<file path="config.mk">
export PLATFORM = sky130hd
export DESIGN_NAME = sccc_enc
export DESIGN_NICKNAME = d
export VERILOG_FILES = /design/src/rtl/sccc_enc.sv
export SDC_FILE = /design/constraint.sdc
export NUM_CORES = 1
export LEC_CHECK = 0
export ABC_AREA = 1
export BUFFER_PORTS_ARGS = -buffer_cell sky130_fd_sc_hd__clkbuf_2
export CAP_MARGIN = 0
export CORE_ASPECT_RATIO = 1.1
export CORE_MARGIN = 3
export CORE_UTILIZATION = 53
export CTS_CLUSTER_SIZE = 10
export DETAILED_ROUTE_END_ITERATION = 7
export PLACE_DENSITY = 0.71
export SKIP_CTS_REPAIR_TIMING = 1
export SYNTH_ARGS = -nofsm -noshare
export SYNTH_HDL_FRONTEND = slang
export SYNTH_SLANG_ARGS = --single-unit
export TNS_END_PERCENT = 20
</file>
<file path="constraint.sdc">
create_clock -name clk -period 1.5 [get_ports clk]
set_input_delay 0.225 -clock clk [delete_from_list [all_inputs] [get_ports clk]]
set_output_delay 0.225 -clock clk [all_outputs]
set_load 0.02 [all_outputs]
</file>
<file path="src/rtl/sccc_enc.sv">
module sccc_enc (
  input  logic clk,
  input  logic rst_n,
  input  logic in_valid,
  input  logic in_bit,
  output logic in_ready,
  output logic out_valid,
  output logic out_first,
  output logic out_y0,
  output logic out_y1
);
  localparam int N  = 7;
  localparam int K  = 4;
  localparam int P  = N - K;
  localparam int PW = $clog2(N);

  logic [N-1:0]  bank_q [2];
  logic [1:0]    full_q;
  logic          wsel_q, rsel_q;
  logic [K-1:0]  mask_q;
  logic [PW-1:0] rpos_q;
  logic          d1_q, d2_q;

  logic [K-1:0]  msg;
  logic [P-1:0]  par;
  logic          cur, d1_e, d2_e, y0, y1;

  assign in_ready = !full_q[wsel_q];

  wire take     = in_valid && in_ready;
  wire last_in  = take && mask_q[K-1];
  wire reading  = full_q[rsel_q];
  wire last_out = reading && (rpos_q == PW'(N-1));

  always_comb begin
    for (int j = 0; j < K; j++)
      msg[j] = mask_q[j] ? in_bit : bank_q[wsel_q][P+j];
  end

  assign par[0] = msg[0] ^ msg[2] ^ msg[3];
  assign par[1] = msg[0] ^ msg[1] ^ msg[2];
  assign par[2] = msg[1] ^ msg[2] ^ msg[3];

  assign cur  = bank_q[rsel_q][PW'(N-1) - rpos_q];
  assign d1_e = (rpos_q == '0) ? 1'b0 : d1_q;
  assign d2_e = (rpos_q == '0) ? 1'b0 : d2_q;
  assign y1   = cur ^ d2_e;
  assign y0   = y1 ^ d1_e;

  for (genvar b = 0; b < 2; b++) begin : g_bank
    always_ff @(posedge clk) begin
      if (!rst_n) begin
        bank_q[b] <= '0;
      end else if (take && wsel_q == 1'(b)) begin
        for (int j = 0; j < K; j++)
          if (mask_q[j]) bank_q[b][P+j] <= in_bit;
        if (last_in)
          for (int s = 0; s < P; s++) bank_q[b][s] <= par[s];
      end
    end
  end

  always_ff @(posedge clk) begin
    if (!rst_n) begin
      full_q    <= '0;
      wsel_q    <= 1'b0;
      rsel_q    <= 1'b0;
      mask_q    <= K'(1);
      rpos_q    <= '0;
      d1_q      <= 1'b0;
      d2_q      <= 1'b0;
      out_valid <= 1'b0;
      out_first <= 1'b0;
      out_y0    <= 1'b0;
      out_y1    <= 1'b0;
    end else begin
      out_valid <= reading;
      out_first <= reading && (rpos_q == '0);
      out_y0    <= y0;
      out_y1    <= y1;
      if (take) mask_q <= last_in ? K'(1) : {mask_q[K-2:0], 1'b0};
      if (last_in) wsel_q <= ~wsel_q;
      if (reading) begin
        d1_q   <= cur;
        d2_q   <= d1_e;
        rpos_q <= last_out ? '0 : rpos_q + 1'b1;
        if (last_out) rsel_q <= ~rsel_q;
      end
      for (int b = 0; b < 2; b++)
        full_q[b] <= (full_q[b] | (last_in && wsel_q == 1'(b)))
                     & ~(last_out && rsel_q == 1'(b));
    end
  end
endmodule

</file>
# Word level (Yosys, flattened, before mapping)
# Memory sizes are Yosys's and may differ from the RTL's. A register that Yosys moved wholly into a read port is not among the register bits.
# Cells that the tools add are included.
[op_classes] add_sub_neg=2 order_cmp=3 n_eq_ne=1 n_mux=68 n_bitwise=30 reduce_logical=13
[op_table] op="$mux 1" count=65
[op_table] op="$or 1x1->1" count=16
[op_table] op="$logic_and 1x1->1" count=10
[op_table] op="$xor 1x1->1" count=8
[op_table] op="$lt 1x2->1 const B" count=2
[op_table] op="$lt 3x4->1 const B" count=1
[op_table] op="$mux 4" count=1
[op_table] op="$not 1->1" count=4
[op_table] op="$add 3x1->3 const B" count=1
[op_table] op="$bmux 1 s3" count=1
[op_table] op="$eq 3x3->1 const B" count=1
[op_table] op="$logic_not 3->1" count=1
[op_table] op="$mux 3" count=1
[op_table] op="$sub 3x3->3 const A" count=1
[op_table] op="$and 1x1->1" count=2
[op_table] op="$reduce_and 2->1" count=1
[op_table] op="$logic_not 1->1" count=1
[word_totals] reg_bits=17 mem_bits_rw=14 wordCells=129 mem_count=1
[mem_list] memory="bank_q" words=2 width=7 rd=2 rd_clocked_by_memory_dff=2 wr=2 line_no="17" text="logic [N-1:0] bank_q [2];"

# Logic depth before layout (Yosys ltp)
[depth] depth_word=10 ltp_mapped=13

# Worst setup path before layout
# No wires, ideal clock.
[synth_timing] path_kind="reg2reg" from="register wsel_q" to="memory bank_q[0][0], enable pin" t_arrival_ns=1.448 required_ns=1.197 setup_slack_ns=-0.250 stages_incl_launch_ff=8 n_path_buf=0 path_cell_list="dfxtp_1 mux2i_2 nand2_4 nor2_4 inv_2 nor2_4 inv_2 nand2_1"
[synth_rtl] item="start: declaration" line_no="19" text="logic wsel_q, rsel_q;"
[synth_rtl] item="start signal: assignment" line_no="82" text="if (last_in) wsel_q <= ~wsel_q;"
[synth_rtl] item="end: declaration" line_no="17"

==> run metrics <==
status=finished, final reports clean; crit path launch=bank_q[1][3]; share of cells above drive strength 1=22.3%; Setup CP Type=flip-flop to flip-flop; number of diodes=0; Syn-to-layout area delta=16.4%; Worst Setup EP=bank_q[1][0]; Seq/Total Area, Yosys=48.6%; clk_lat worst skew=0.33 ns; Synth Net Count=214; Die W=59.2 um; CTS Root Buffer Type=clkbuf_4; initial core utilization=57.3%; CP Data Required Time=1.59 ns; vias in the first global route=1344; first-iteration detailed-routing DRC count=54; Period minus WS final=1.44 ns; CTS tree=done; die area=3820 um2; worst-margin pin slew=0.305 ns; Slew headroom=79.7%; CP Launch Type=flip-flop; FF-to-FF setup slack=0.06 ns; core area=2880 um2; final wirelength=3330 um; Vias=1382; clock sink count=33; Mapped Area=1650 um2; routability congestion estimate=0.843; largest net degree at the start of global routing=15; fin util=66.7%; row count=20; Tcrit/Tclk final=96.0%; all-layer global routing usage=19.6%; clk_skew=0.00731 ns; Die Y=64.5 um; Design Power=1.75 mW; initial antenna violation count=0; R2R Path Start=bank_q[1][3]; cts bufs inserted=5; Yosys cell types=29; hpwl dp=2600 um; Worst R2R Path Depth=6; WP data arrival=1.53 ns; Routed Antenna Nets=0; unrepaired setup endpoints after global routing=true; share of the synthesized area in the top cell type=25.5%; DRC=0; nets@finish=237; Synth Register Bits=33; routed vias/inst=5.27; worst-path maximum fanout=2; Remaining Overflow, GRT=0; Max Root-Sink Buffers=2; htree depth=2; Syn. warnings=0; worst vdd ir=0.620 mV; hold depth=2; Worst Hold Class=input pin to flip-flop; cell taking the most area after synthesis=edfxtp_1; r2r endpoint=bank_q[1][0]; Max Freq=0.694 GHz; endpoints failing setup=0; PortBufs=8; Worst-path clk slew=0.09 ns; Post-Syn Instances=205; first drt pass iteration count=4; top post-synthesis cells by area=edfxtp_1 (25%), dfxtp_1 (23%), nand2_1 (12%); Ports=9; Max Cap Viol=0; global-route wire length before repair=5630 um; fin. max-slew vios=0; pwr dens=914 nW/um2; routed length per instance=12.7 um; Final Hold Vio Count=0; syn_area_per_cell=8.04 um2; Crit. End Element=flip-flop; Leakage Power=0.838 nW
==> synth_stat cells <==
cell type  number
a211oi_1        5
a21oi_1        10
a31oi_1         1
buf_2           1
buf_6           1
clkbuf_1        1
clkinv_1        1
dfxtp_1        19
edfxtp_1       14
ha_1            5
inv_1          25
inv_2           3
mux2i_2         1
nand2_1        52
nand2_2         1
nand2_4         1
nand3_1        14
nor2_1         28
nor2_2          1
nor2_4          2
nor3_1          1
o21ai_0         5
o21ai_1         4
o21ai_2         1
o21bai_1        1
o22ai_1         1
xnor2_1         2
xnor2_2         1
xor2_1          3
==> where the power goes <==
| part | switching (mW) | leakage [nW] | internal, mW | total (mW) |
|---|---|---|---|---|
| clock network | 0.280 | 0.0265 | 0.187 | 0.467 |
| registers | 0.0285 | 0.303 | 0.975 | 1.00 |
| logic | 0.171 | 0.508 | 0.113 | 0.284 |
==> worst max-delay path, stage by stage, from the launching register on <==
cell,delay (ns)
edfxtp_1,0.40
a21oi_1,0.14
o21ai_0,0.10
o21ai_1,0.14
xnor2_1,0.17
xor2_1,0.20
nor2_1,0.06
==> through the flow <==
| step | std cells | area, um2 | setup slack, ns | hold slack (ns) | TNS, ns |
|---|---|---|---|---|---|
| floorplan | 205 | 1660 | -0.0392 | 0.434 | -0.169 |
| global placement | 252 | 1790 | 0.0402 | 0.483 | 0 |
| detailed placement | 252 | 1790 | -0.0181 | 0.502 | -0.0181 |
| CTS | 260 | 1840 | -0.0438 | 0.268 | -0.0438 |
| global route | 262 | 1920 | -0.0607 | 0.305 | -0.256 |
| finish | 262 | 1920 | 0.0598 | 0.296 | 0 |
==> routing by layer <==
metal / wire length (um) / vias up / GRT usage, %
met5: 0 / - / 0
met4: 43 / 0 / 5.95
met3: 158 / 5 / 5.38
met2: 1750 / 31 / 34.4
met1: 1380 / 638 / 22.6
li1: - / 708 / -
==> worst min path at each step <==
| stage | slack [ns] | to | from |
|---|---|---|---|
| final | 0.30 | mask_q[0] | rst_n |
| after floorplan | 0.43 | mask_q[2] | in_valid |
| after global placement | 0.48 | d2_q | d2_q |
| after global routing | 0.30 | mask_q[0] | rst_n |
| after CTS | 0.27 | mask_q[0] | rst_n |
| after detailed placement | 0.50 | d2_q | d2_q |
==> cell type report <==
cell class                      count  area, um2
Tap cell                           33       41.3
Sequential cell                    33        813
Clock buffer                        8       48.8
Timing Repair Buffer               19        123
Inverter                           29        109
Multi-Input combinational cell    140        785
Fill cell                         253        958
==> sequential cells by signal (all words and copies together) (netlist names), named ones only <==
| signal | count |
|---|---|
| bank_q | 14 |
| d1_q | 1 |
| d2_q | 1 |
| full_q | 2 |
| mask_q | 4 |
| out_first | 1 |
| out_valid | 1 |
| out_y0 | 1 |
| out_y1 | 1 |
| rpos_q | 3 |
| rsel_q | 1 |
| wsel_q | 1 |
==> layout by cell type (no fill, tap or decap), types with 2 or more instances in the layout <==
master | synthesis | final
a211oi_1 | 5 | 5
a21oi_1 | 10 | 8
a21oi_2 | 0 | 2
buf_4 | 0 | 11
clkbuf_1 | 1 | 3
clkbuf_2 | 0 | 8
clkbuf_4 | 0 | 5
dfxtp_1 | 19 | 13
dfxtp_2 | 0 | 4
dfxtp_4 | 0 | 2
edfxtp_1 | 14 | 14
ha_1 | 5 | 4
inv_1 | 25 | 25
inv_2 | 3 | 3
nand2_1 | 52 | 50
nand2_2 | 1 | 2
nand2_4 | 1 | 2
nand3_1 | 14 | 14
nor2_1 | 28 | 27
nor2_4 | 2 | 3
o21ai_0 | 5 | 3
o21ai_1 | 4 | 3
o21ai_2 | 1 | 4
xnor2_1 | 2 | 2
xor2_1 | 3 | 2
==> cells by family (layout without fill, tap and decap cells) <==
logic type      after synthesis  in the layout  synth area share, %
mux                           1              1                0.834
buf+inv                      32             56                 7.81
fa+ha+maj                     5              5                 3.79
flops                        33             33                 48.6
simple gates                100            100                 25.6
xor+xnor                      6              6                 3.64
compound gates               28             28                 9.79
Note: power is estimated with default switching activity, not from simulation.
